File: config.mk
export PLATFORM = sky130hd
export DESIGN_NAME = lcd_seq
export DESIGN_NICKNAME = d
export VERILOG_FILES = /design/src/rtl/lcd_seq.sv
export SDC_FILE = /design/constraint.sdc
export NUM_CORES = 1
export LEC_CHECK = 0
export BUFFER_PORTS_ARGS = -buffer_cell sky130_fd_sc_hd__buf_2
export CAP_MARGIN = 20
export CORE_MARGIN = 2
export CORE_UTILIZATION = 50
export DETAILED_ROUTE_END_ITERATION = 10
export PLACE_DENSITY = 0.72
export SYNTH_ARGS = -nofsm -noshare
export SYNTH_HDL_FRONTEND = slang
export SYNTH_SLANG_ARGS = --single-unit
File: constraint.sdc
create_clock -name clk -period 2.9 [get_ports clk]
set_input_delay 0.58 -clock clk [delete_from_list [all_inputs] [get_ports clk]]
set_output_delay 0.58 -clock clk [all_outputs]
set_load 0.01 [all_outputs]
File: src/rtl/lcd_seq.sv
module lcd_seq #(
  parameter int CLK_KHZ   = 33000,
  parameter int PWRUP_CYC = CLK_KHZ * 15,
  parameter int CMD_CYC   = (CLK_KHZ * 40 + 999) / 1000,
  parameter int LONG_CYC  = (CLK_KHZ * 164 + 99) / 100,
  parameter int COLS      = 16,
  parameter logic [COLS*8-1:0] TEXT_A = "READY           ",
  parameter logic [COLS*8-1:0] TEXT_B = "STANDBY MODE    "
) (
  input  logic       clk,
  input  logic       rst_n,
  input  logic       btn_clear,
  input  logic       btn_write,
  input  logic       sel_row2,
  input  logic       sel_text,
  input  logic       wr_done,
  output logic       wr_start,
  output logic [7:0] wr_byte,
  output logic       wr_rs,
  output logic       wr_nib
);
  localparam int MAXA = (PWRUP_CYC > LONG_CYC) ? PWRUP_CYC : LONG_CYC;
  localparam int MAXC = (MAXA > CMD_CYC) ? MAXA : CMD_CYC;
  localparam int CW   = $clog2(MAXC + 1);
  localparam int COLW = $clog2(COLS);
  localparam logic [3:0] LAST_INIT = 4'd8;

  typedef enum logic [2:0] {S_PWR, S_INIT, S_IDLE, S_ADDR, S_CHAR, S_CLR} st_t;
  typedef enum logic [1:0] {P_GO, P_ACK, P_EXEC} ph_t;

  st_t             st;
  ph_t             ph;
  logic [CW-1:0]   cnt;
  logic [CW-1:0]   exec_len;
  logic [3:0]      step;
  logic [COLW-1:0] col;
  logic            row2_q, txt_b_q;
  logic [7:0]      cur_char;
  logic            issuing;

  function automatic logic [8:0] init_cmd(input logic [3:0] i);
    case (i)
      4'd0, 4'd1, 4'd2: init_cmd = 9'h130;
      4'd3:             init_cmd = 9'h120;
      4'd4:             init_cmd = 9'h028;
      4'd5:             init_cmd = 9'h00C;
      4'd6:             init_cmd = 9'h006;
      4'd7:             init_cmd = 9'h001;
      default:          init_cmd = 9'h002;
    endcase
  endfunction

  assign cur_char = txt_b_q ? TEXT_B[(COLS-1-int'(col))*8 +: 8]
                            : TEXT_A[(COLS-1-int'(col))*8 +: 8];
  assign issuing  = (st == S_INIT) || (st == S_ADDR) || (st == S_CHAR) || (st == S_CLR);
  assign wr_start = issuing && (ph == P_GO);

  always_comb begin
    wr_byte  = 8'h00;
    wr_rs    = 1'b0;
    wr_nib   = 1'b0;
    exec_len = CW'(CMD_CYC - 1);
    case (st)
      S_INIT: begin
        {wr_nib, wr_byte} = init_cmd(step);
        if (step >= 4'd7) exec_len = CW'(LONG_CYC - 1);
      end
      S_ADDR: wr_byte = row2_q ? 8'hC0 : 8'h80;
      S_CHAR: begin
        wr_byte = cur_char;
        wr_rs   = 1'b1;
      end
      S_CLR: begin
        wr_byte  = 8'h01;
        exec_len = CW'(LONG_CYC - 1);
      end
      default: ;
    endcase
  end

  always_ff @(posedge clk or negedge rst_n) begin
    if (!rst_n) begin
      st      <= S_PWR;
      ph      <= P_GO;
      cnt     <= CW'(PWRUP_CYC - 1);
      step    <= '0;
      col     <= '0;
      row2_q  <= 1'b0;
      txt_b_q <= 1'b0;
    end else begin
      case (st)
        S_PWR: begin
          if (cnt == '0) begin
            st   <= S_INIT;
            step <= '0;
            ph   <= P_GO;
          end else begin
            cnt <= cnt - 1'b1;
          end
        end
        S_IDLE: begin
          ph <= P_GO;
          if (btn_clear) begin
            st <= S_CLR;
          end else if (btn_write) begin
            st      <= S_ADDR;
            row2_q  <= sel_row2;
            txt_b_q <= sel_text;
          end
        end
        default: begin
          case (ph)
            P_GO: ph <= P_ACK;
            P_ACK: begin
              if (wr_done) begin
                ph  <= P_EXEC;
                cnt <= exec_len;
              end
            end
            default: begin
              if (cnt != '0) begin
                cnt <= cnt - 1'b1;
              end else begin
                ph <= P_GO;
                case (st)
                  S_INIT: begin
                    if (step == LAST_INIT) st <= S_IDLE;
                    else step <= step + 1'b1;
                  end
                  S_ADDR: begin
                    st  <= S_CHAR;
                    col <= '0;
                  end
                  S_CHAR: begin
                    if (col == COLW'(COLS - 1)) st <= S_IDLE;
                    else col <= col + 1'b1;
                  end
                  default: st <= S_IDLE;
                endcase
              end
            end
          endcase
        end
      endcase
    end
  end
endmodule

Word-level counts from Yosys, hierarchy flattened. Memory sizes are Yosys's and may differ from the RTL's. Index checks and enable logic that the tools add are counted.

Flip-flop bits (word level): 34. ROM bits: 56. Bits of input ports: 7. Output and inout bits: 11. Word-level logic and storage cells: 97. Memories: 1.

Memories: (name not given) (words 8, width 7, rd ports 1, clocked after Yosys merged registers in 0, wr ports 0, line 42) `case (i)`.

Add/sub/neg operators: 4. Magnitude comparators: 1. Equality and inequality tests: 23. Shift-type cells: 2. Muxes and demuxes: 35. Bitwise logic cells: 5. Reductions and logical operators: 19.

Operator list (count): variable part select 128 x 8 -> 8 bit, first input constant (2); case mux 19 bit (2 select lines) (2); 2-to-1 mux 19 bit (3); case mux 16 bit (2 select lines) (1); case mux 8 bit (4 select lines) (1); 2-to-1 mux 4 bit (6); 2-to-1 mux 3 bit (7); zero test 19 bit (1); nonzero test 19 bit (1); subtractor 19 x 1 -> 19 bit, second input constant (1); 2-to-1 mux 16 bit (1); case mux 4 bit (2 select lines) (2); AND reduction 6 bit (2); AND reduction 5 bit (2); 2-to-1 mux 9 bit (1); case mux 3 bit (3 select lines) (1); adder 4 x 1 -> 4 bit, second input constant (2); == test 4 bit, second input constant (2); 2-to-1 mux 8 bit (1); inequality test 2 x 1 -> 1 bit, second input constant (4); inequality test 4 x 1 -> 1 bit, second input constant (2); case mux 2 bit (2 select lines) (2); 2-to-1 mux 7 bit (1); == test 3 x 2 -> 1 bit, second input constant (2); other kinds (23) (39).

Longest topological paths before layout. Gate-level depths: netlist of the first run.

Depth after elaboration: 6. Mapped depth: 8.

Worst setup path before layout of the first run. No wires, ideal clock.

Kind: register to register. Start point: register cnt[9]. End point: register cnt[14]. Arrival: 2112 ps. Data required time: 2779 ps. Setup slack: 667 ps. Stages on the path, launching flop included: 8. Path through: dfrtp_1 or4_4 or4b_1 buf_4 o21a_1 buf_6 o21a_1 o22a_1.

Cells in the longest elaborated chain, start to end: 4. Elaborated cells between the ends (all ways): 10. Classes of those cells: add/sub (1); eq/ne (1); mux (4); reduce/logical (4).

Ends and longest elaborated chain: start: declaration (line 33) `logic [CW-1:0] cnt;`; start signal: assignment (line 85) `cnt <= CW'(PWRUP_CYC - 1);`; start signal: assignment (line 98) `cnt <= cnt - 1'b1;`; start signal: assignment (line 117) `cnt <= exec_len;`; subtractor 19 x 1 -> 19 bit (line 98, 122); 2-to-1 mux 19 bit (line 121) `if (cnt != '0) begin`; case mux 19 bit (2 select lines) (line 112) `case (ph)`; case mux 19 bit (2 select lines) (line 91) `case (st)`.

Several ways; a longest one is shown, not always the timed one. The select of a mux whose other input is x is not followed. A chain may end at the register's enable or synchronous reset.

Final worst setup path of the first run.
Start point: register col[0]. End point: output port wr_byte[0].

Cells in the longest elaborated chain, start to end: 4. Elaborated cells between the ends (all ways): 5. Classes of those cells: add/sub (1); shift (2); mux (2).

Ends and longest elaborated chain: start: declaration (line 36) `logic [COLW-1:0] col;`; start signal: assignment (line 136) `else col <= col + 1'b1;`; subtractor 4 x 4 -> 5 bit (*) (line 53, 54); variable part select 128 x 8 -> 8 bit, on equally long branches (line 54, 53); 2-to-1 mux 8 bit (*) (line 53) `assign cur_char = txt_b_q ? TEXT_B[(COLS-1-int'(col))*8 +: 8]`; case mux 8 bit (4 select lines) (*) (line 63) `case (st)`; end: declaration (line 18) `output logic [7:0] wr_byte,`.

Mark *: on every way between the ends. The rest lies on a longest branch, timed or not.

==> results of run 1 <==
stage by stage:
stage / total power (uW) / hold WS (ps) / utilization (%)
4_1_cts: 841 / 384 / 55.5
5_1_grt: 864 / 425 / 55.6
2_1_floorplan: 484 / 284 / -
6_report: 831 / 357 / 55.6
3_3_place_gp: 499 / 471 / 53.7
3_5_place_dp: 499 / 475 / 53.7
final cells by class:
cell class	instances	area, um2
Clock buffer	7	76.3
Inverter	16	60.1
Clock inverter	1	7.51
Sequential cell	34	868
Multi-Input combinational cell	214	1420
Timing Repair Buffer	20	108
Tap cell	67	83.8
Fill cell	436	2100
synthesized netlist by cell type (all sizes together), types with 7 or more instances:
library cell	instances	area share, %
dfstp	12	13
nor3	9	1.8
a31oi	7	1.8
nor4	9	2.6
nand3	7	1.4
o21ai	19	4.0
inv	16	2.5
nand2b	10	2.6
clkbuf	11	2.1
nand2	15	2.3
a21oi	23	4.7
nor2	23	3.8
ha	11	5.6
dfrtp	22	23
sequential cells by signal (all words and copies together) (netlist names):
register and flops:
st 3, col 4, row2_q 1, step 4, cnt 19, txt_b_q 1
ph 2
worst paths after layout:
check	startpoint	endpoint	slack, ps	cells past startpoint
worst max-delay path	col[0]	wr_byte[0]	190	7
worst min-delay path	rst_n	cnt[5]	360	1
worst max register to register	cnt[11]	cnt[11]	380	5
worst min register to register	cnt[18]	cnt[18]	480	1
max in group asynchronous	rst_n	txt_b_q	2020	1
min in group clk	cnt[18]	cnt[18]	480	1
routing by layer:
layer | vias up | track usage [%]
li1 | 1078 | -
met1 | 1047 | 33.6
met2 | 41 | 33.0
met3 | 10 | 4.80
met4 | 0 | 7.47
met5 | - | 0
worst reg2reg max path, stage by stage, from the launching register on:
cell and delay (ps):
dfstp_2 390, or4_4 560, or4b_1 680, o21ai_2 500
o21ai_0 170, a21oi_1 160
where the power goes:
part           switching [uW]  internal (uW)  leakage, uW
combinational            11.4           3.43     0.000576
clock                     171            170    0.0000385
sequential                  0            475     0.000403
cells by family after synthesis:
group	share of synthesized area [%]
xor gates and xnor gates	0.717
buffers and inverters	6.45
AOI/OAI and AO/OA	25.3
and+or+nand+nor	23.3
DFF	35.5
adders and majority gates	5.64
muxes	3.12
==> run summary, run 1 <==
Status - finished clean
Pins Over Slew Limit - 0
Worst path bufs/invs - 2
Vias in the first global route - 2014
Synthesized Nets - 298
Slew headroom - 49.9%
Setup Buffers After CTS - 0
Total GRT Usage - 22.8%
CTS Buf Count - 5
Cell count after synthesis - 280
Fmax - 0.369 GHz
Post-synth cell types - 66
Hold Fails Final Rpt - 0
CP cell instances - inv_1, ha_1, mux4_2, a21oi_2, a2bb2oi_1, nor2_1, buf_2
WL/cell - 15.5 um
CP Class - reg -> out
Syn Std Cell Area - 2440 um2
Remaining DRCs - 0
Post-route cell area - 2630 um2
Layout area overhead - 7.53%
Area of the die - 5460 um2
Crit path max-delay family - multiplexers
Antenna-violating nets left - 0
Initial antenna violation count - 0
Post-Place Cell Area - 2540 um2
Buffers on Ports - 17
Clock skew - 14.9 ps
Inserted Diodes - 0
CTS Hold Bufs - 0
Fin worst setup slack - 187 ps
Starting Density - 51.7%
Clock-pin transition on the worst setup and hold timing paths - 80 ps
Finished Layout Cells - 359
Pre-Repair DR Iteration Count - 5
Critical Path Start Type - flop
Final wirelength - 5570 um
Vias - 2176
Required time worst endpoint - 2320 ps
IO Count - 18
Least-Margin Pin Slew - 751 ps
Remaining Overflow, GRT - 0
Total of cells resized after clock tree synthesis - 0
Max Cap Viol - 0
Final Cycle Share - 93.5%
First-pass GRT wire length - 9660 um
Top Metal Used - met4
Yosys Warn Count - 0
Final setup violation count - 0
Number of synthesized flops with an enable pin - 0
Maximum clock insertion buffer count - 2
H-tree depth - 2
WL met3 - 198 um
Nets - 309
Share of cells above drive strength 1 - 19.2%
HPWL Detailed - 4060 um
Worst-Skew Late Latency - 290 ps
Routed vias/inst - 6.06
Maximum vdd ir drop - 0.199 mV
Yosys reg bits - 34
Routability cong. - 0.875
RSZ-0062 raised after global routing - no
Core ar. - 4720 um2
CTS tree - built
Synth Area per Inst - 8.72 um2
Die Span Y - 73.9 um
Dpl ws - 375 ps
PwrDens - 316 nW/um2
Met2 Wirelength - 2550 um
Crit end category - output port
Crit path time final - 2710 ps
Sequential element share of the synthesized area - 35.5%
CP max stage delay - 470 ps
Largest net degree at the start of global routing - 35
Initial DRC Count - 211
Worst Hold Class - in -> async
Asr flop ratio synth - 100%
Static Leak - 0.00102 uW
WP data arrival - 2130 ps
Worst Path Max Fanout - 9
Clock sinks - 34
Met1 WL - 2770 um
Placed cell count - 351
Core Rows - 25
Critical path's slowest cell - mux4_2
Setup_tns - 0 ps
Root Buffer - clkbuf_8
Synth Flop Type - dfrtp_1
Die width - 73.9 um
Most frequent cells in the layout - a21oi_1, nor2_1, dfrtp_1
Note: power is estimated with default switching activity, not from simulation.
==> run 2, diff against run 1 <==
Settings changed: CELL_PAD_IN_SITES_DETAIL_PLACEMENT set to 1, CELL_PAD_IN_SITES_GLOBAL_PLACEMENT set to 1, CORE_UTILIZATION 50 to 46, PLACE_DENSITY 0.72 to 0.84.
==> run 2 against run 1 <==
Effect of this change:
- first-iteration DRC count is 3.3% lower
- global-route usage is 2.4 points higher
- combinational power is 6% higher
- register-to-register slack worse by 70 ps
- cell area is 2.5% higher
- final cell count is 1.1% higher
- wire length is 25% higher
- critical endpoint unchanged
==> run summary, run 2 (synthesized netlist as in run 1, its figures left out) <==
Critical path's slowest cell - mux4_2
Max reg flops - 19 (unchanged)
Worst path bufs/invs - 2 (unchanged)
H-tree depth - 2 (unchanged)
Inserted Diodes - 0 (unchanged)
Hold Fails Final Rpt - 0 (unchanged)
Worst Path Max Fanout - 9 (unchanged)
Layout area overhead - 10.2%
Dpl ws - 339 ps (-36.9 ps)
Clock-pin transition on the worst setup and hold timing paths - 90 ps (about the same)
CP Class - reg -> out
Maximum vdd ir drop - 0.264 mV (+33%)
Clock sinks - 34 (unchanged)
CP max stage delay - 470 ps (about the same)
Final wirelength - 6980 um (+25%)
Core Rows - 26 (+4.0%)
WL/cell - 19.2 um (+24%)
Vias - 2287 (+5.1%)
Final setup violation count - 0 (unchanged)
Vias in the first global route - 2356 (+17%)
Fmax - 0.365 GHz (-1.0%)
Status - finished clean
Fin Hold WS - 370 ps (+12.8 ps)
Reg-to-Reg End - cnt[11]
CP cell instances - inv_1, ha_1, mux4_2, a21oi_2, a2bb2oi_1, nor2_1, buf_2
Initial antenna violation count - 0 (unchanged)
Largest Register - cnt
Largest net degree at the start of global routing - 35 (unchanged)
Total GRT Usage - 25.2% (+2.4 points)
Core ar. - 5110 um2 (+8.1%)
Worst-Skew Late Latency - 300 ps (about the same)
CTS Buf Count - 5 (unchanged)
PwrDens - 383 nW/um2 (+21%)
Area of the die - 5910 um2 (+8.2%)
IO Count - 18 (unchanged)
Setup Buffers After CTS - 0 (unchanged)
Static Leak - 0.00105 uW (+3.5%)
Fin worst setup slack - 159 ps (-28.2 ps)
Remaining Overflow, GRT - 0 (unchanged)
Required time worst endpoint - 2320 ps (about the same)
Crit path time final - 2740 ps (+28.2 ps)
Post-route cell area - 2690 um2 (+2.5%)
CTS tree - built
Least-Margin Pin Slew - 810 ps (+59.2 ps)
Remaining DRCs - 0 (unchanged)
Worst reg-to-reg setup slack - 310 ps (-70 ps)
Critical Path Start Type - flop
Pre-Repair DR Iteration Count - 4 (-1)
Routed vias/inst - 6.30 (+3.9%)
RSZ-0062 raised after global routing - no
Buffers on Ports - 17 (unchanged)
Die width - 76.9 um (+4.0%)
Post-Place Cell Area - 2550 um2 (+0.44%)
Crit path max-delay family - multiplexers
Most frequent cells in the layout - a21oi_1, nor2_1, dfrtp_1
Maximum clock insertion buffer count - 2 (unchanged)
Pins Over Slew Limit - 0 (unchanged)
Max Cap Viol - 0 (unchanged)
Share of cells above drive strength 1 - 20.1% (+0.96 points)
Die Span Y - 76.9 um (+4.0%)
FF-to-FF Start - cnt[9]
Routability cong. - 0.812 (-7.1%)
Antenna-violating nets left - 0 (unchanged)
First-pass GRT wire length - 11900 um (+23%)
Nets - 310 (+0.32%)
Reg2reg path depth - 5 (unchanged)
Clock skew - 15.6 ps (+0.729 ps)
Crit end category - output port
Setup_tns - 0 ps (unchanged)
Final Cycle Share - 94.5% (+0.97 points)
HPWL Detailed - 5020 um (+24%)
Worst Hold Class - in -> async
WP data arrival - 2160 ps (+30 ps)
Root Buffer - clkbuf_8
Pwr Total - 1030 uW (+24%)
Initial DRC Count - 204 (-3.3%)
Slew headroom - 46.0% (-3.9 points)
Starting Density - 47.8% (-3.9 points)
Largest regs - cnt (19), col (4), step (4)
-- run 2: cell count changes in the layout (fill, tap and decap cells not counted) --
cell        change
clkbuf_1        -2
buf_4           +1
clkinv_4        +1
bufinv_16       +2
clkinvlp_4      -1
-- run 2: layout make-up --
cell class,count,area [um2]
Multi-Input combinational cell,214,1420
Clock inverter,3,68.8
Inverter,16,60.1
Fill cell,617,2420
Sequential cell,34,868
Clock buffer,5,68.8
Timing Repair Buffer,21,115
Tap cell,70,87.6
-- run 2: worst max-delay path by stage --
stage / startpoint / to / depth (start not counted)
floorplan: cnt[9] / cnt[14] / 7
finish: col[0] / wr_byte[0] / 7
CTS: col[0] / wr_byte[0] / 7
detailed placement: col[0] / wr_byte[0] / 7
global route: col[0] / wr_byte[0] / 7
global placement: col[0] / wr_byte[0] / 7
-- run 2: per-layer routing --
metal | track usage [%] | vias up | share of wire (%)
met2 | 41.1 | 45 | 49
met3 | 3.29 | 11 | 3.9
met5 | 0 | - | 0
li1 | - | 1073 | -
met1 | 35.0 | 1158 | 45
met4 | 7.64 | 0 | 1.7
-- run 2: repair_timing --
| action | in CTS | in global routing |
|---|---|---|
| resized for setup | 0 | 3 |
| hold buffers | 0 | 0 |
| endpoints found under the setup margin | 0 | 1 |
-- run 2: where the power goes --
| part | internal (uW) | switching (uW) | total, uW |
|---|---|---|---|
| clock network | 345 | 196 | 541 |
| logic | 3.43 | 12.3 | 15.8 |
| registers | 475 | 0 | 475 |
| total | 823 | 208 | 1030 |
-- run 2: through the flow --
stage | cells | util (%)
after floorplan | 280 | -
after global placement | 355 | 49.9
after detailed placement | 355 | 49.9
after CTS | 363 | 52.6
after global routing | 363 | 52.7
final | 363 | 52.7
==> run 3, diff against run 2 <==
==> constraint.sdc (replaced) <==
create_clock -name clk -period 2.7 [get_ports clk]
set_input_delay 0.54 -clock clk [delete_from_list [all_inputs] [get_ports clk]]
set_output_delay 0.54 -clock clk [all_outputs]
set_load 0.005 [all_outputs]
==> run 3 against run 2 <==
Effect of this change:
- worst setup slack lost 68 ps
- cell area grew 0.60%
- non-clock buffer count is 7 higher
- sequential cell count stayed put
- clock-buffer cell count grew 2
- clock power is 28% lower
- hold slack got worse by 38 ps
- critical path type unchanged
- highest routed layer unchanged
==> run summary, run 3 (synthesized netlist as in run 1, its figures left out) <==
Fillcell total - 622 (+0.81%)
Largest regs - cnt (19), col (4), step (4)
Setup_tns - 0 ps (unchanged)
Final setup violation count - 0 (unchanged)
Vias in the first global route - 2170 (-7.9%)
Share of cells above drive strength 1 - 22.7% (+2.5 points)
RSZ-0062 raised after global routing - no
Die Span Y - 76.9 um (unchanged)
Root Buffer - clkbuf_8
Starting Density - 47.8% (unchanged)
Core ar. - 5110 um2 (unchanged)
Largest net degree at the start of global routing - 35 (unchanged)
Gr busiest metal - met2
FF-to-FF Start - cnt[9]
Remaining Overflow, GRT - 0 (unchanged)
CTS tree - built
Routed vias/inst - 6.04 (-4.2%)
Static Leak - 0.00107 uW (+1.8%)
Maximum clock insertion buffer count - 2 (unchanged)
Clock sinks - 34 (unchanged)
Antenna-violating nets left - 0 (unchanged)
Crit end category - output port
Hold Fails Final Rpt - 0 (unchanged)
CTS Buf Count - 5 (unchanged)
First-pass GRT wire length - 11000 um (-7.9%)
Clock-pin transition on the worst setup and hold timing paths - 70 ps (-20 ps)
Clock skew - 11.8 ps (-3.82 ps)
Worst Path Max Fanout - 7 (-2)
Fmax - 0.383 GHz
Required time worst endpoint - 2160 ps (-160 ps)
Final wirelength - 6430 um (-7.8%)
Max Cap Viol - 0 (unchanged)
Vias - 2234 (-2.3%)
Nets - 317 (+2.3%)
Least-Margin Pin Slew - 785 ps (-24.8 ps)
HPWL Detailed - 4730 um (-5.8%)
Inserted Diodes - 0 (unchanged)
CP Class - reg -> out
Met1 Usage GRT - 33.5% (-1.5 points)
Met2 GRT Util - 36.3% (-4.7 points)
Layout area overhead - 10.9%
Status - finished clean
Pins Over Slew Limit - 0 (unchanged)
Critical Path Start Type - flop
Remaining DRCs - 0 (unchanged)
Initial DRC Count - 182 (-11%)
Core Rows - 26 (unchanged)
Slew headroom - 47.6% (+1.7 points)
Worst-Skew Late Latency - 290 ps (about the same)
Total GRT Usage - 23.1% (-2.1 points)
Buffers on Ports - 17 (unchanged)
Crit path time final - 2610 ps
Most frequent cells in the layout - a21oi_1, nor2_1, dfrtp_1
Worst reg-to-reg setup slack - 330 ps (+20 ps)
Fin Hold WS - 332 ps (-37.5 ps)
IO Count - 18 (unchanged)
Reg-to-Reg End - cnt[17]
WL/cell - 17.4 um (-9.6%)
Die width - 76.9 um (unchanged)
Initial antenna violation count - 0 (unchanged)
Max reg flops - 19 (unchanged)
CTS Hold Bufs - 0 (unchanged)
Reg2reg path depth - 5 (unchanged)
Routability cong. - 0.883 (+8.7%)
H-tree depth - 2 (unchanged)
PwrDens - 339 nW/um2 (-12%)
Largest Register - cnt
Final Cycle Share - 96.6%
Global Route met3 Usage - 4.24% (+0.94 points)
Worst Hold Class - in -> async
Maximum vdd ir drop - 0.347 mV (+31%)
Pre-Repair DR Iteration Count - 4 (unchanged)
Area of the die - 5910 um2 (unchanged)
WP data arrival - 2070 ps (-90 ps)
==> run 3: what timing repair did <==
| item | in CTS | in global routing |
|---|---|---|
| gates cloned | 0 | 0 |
| resized for setup | 3 | 3 |
| pin swaps | 0 | 0 |
| setup endpoints to repair | 1 | 2 |
| buffers inserted | 0 | 2 |
==> run 3: worst max path at each step <==
stage / start / cells after the start / endpoint / slack, ps
6_report: col[0] / 7 / wr_byte[0] / 90
5_1_grt: col[0] / 7 / wr_byte[0] / 3
3_3_place_gp: col[0] / 7 / wr_byte[0] / 240
4_1_cts: col[0] / 7 / wr_byte[0] / 30
2_1_floorplan: cnt[9] / 7 / cnt[14] / 470
3_5_place_dp: col[0] / 7 / wr_byte[0] / 200
==> run 3: per-stage QoR <==
step,util (%),total power [uW],setup slack (ps),std cells,area (um2)
floorplan,-,520,467,280,2440
global placement,50.6,536,245,360,2580
detailed placement,50.6,536,204,360,2580
CTS,52.5,926,29.3,368,2680
global route,53.0,952,2.64,370,2710
finish,53.0,918,91.1,370,2710
==> run 3: per-layer routing <==
| metal | vias to the layer above | routed length [um] |
|---|---|---|
| met1 | 1107 | 3170 |
| met3 | 6 | 190 |
| met5 | - | 0 |
| met2 | 28 | 3030 |
| met4 | 0 | 44 |
| li1 | 1093 | - |
==> run 3: report_power, final <==
part | switching, uW | internal [uW]
registers | 0 | 510
logic | 12.3 | 3.67
clock network | 186 | 206
==> run 3: critical path: stages, from the launching register on <==
cell and delay [ps]:
dfrtp_2 410, inv_1 90, ha_1 290, mux4_2 460, a21oi_2 210, a2bb2oi_2 150
nor2_1 50, buf_2 130
==> run 3: layout make-up <==
cell class	instances	area (um2)	area share, %
clock buffer	7	86.3	3.19
inverter	16	60.1	2.22
timing repair buffer	28	168	6.19
clock inverter	1	5.00	0.185
multi-input combinational	214	1430	52.9
sequential	34	868	32.1
tap	70	87.6	3.23
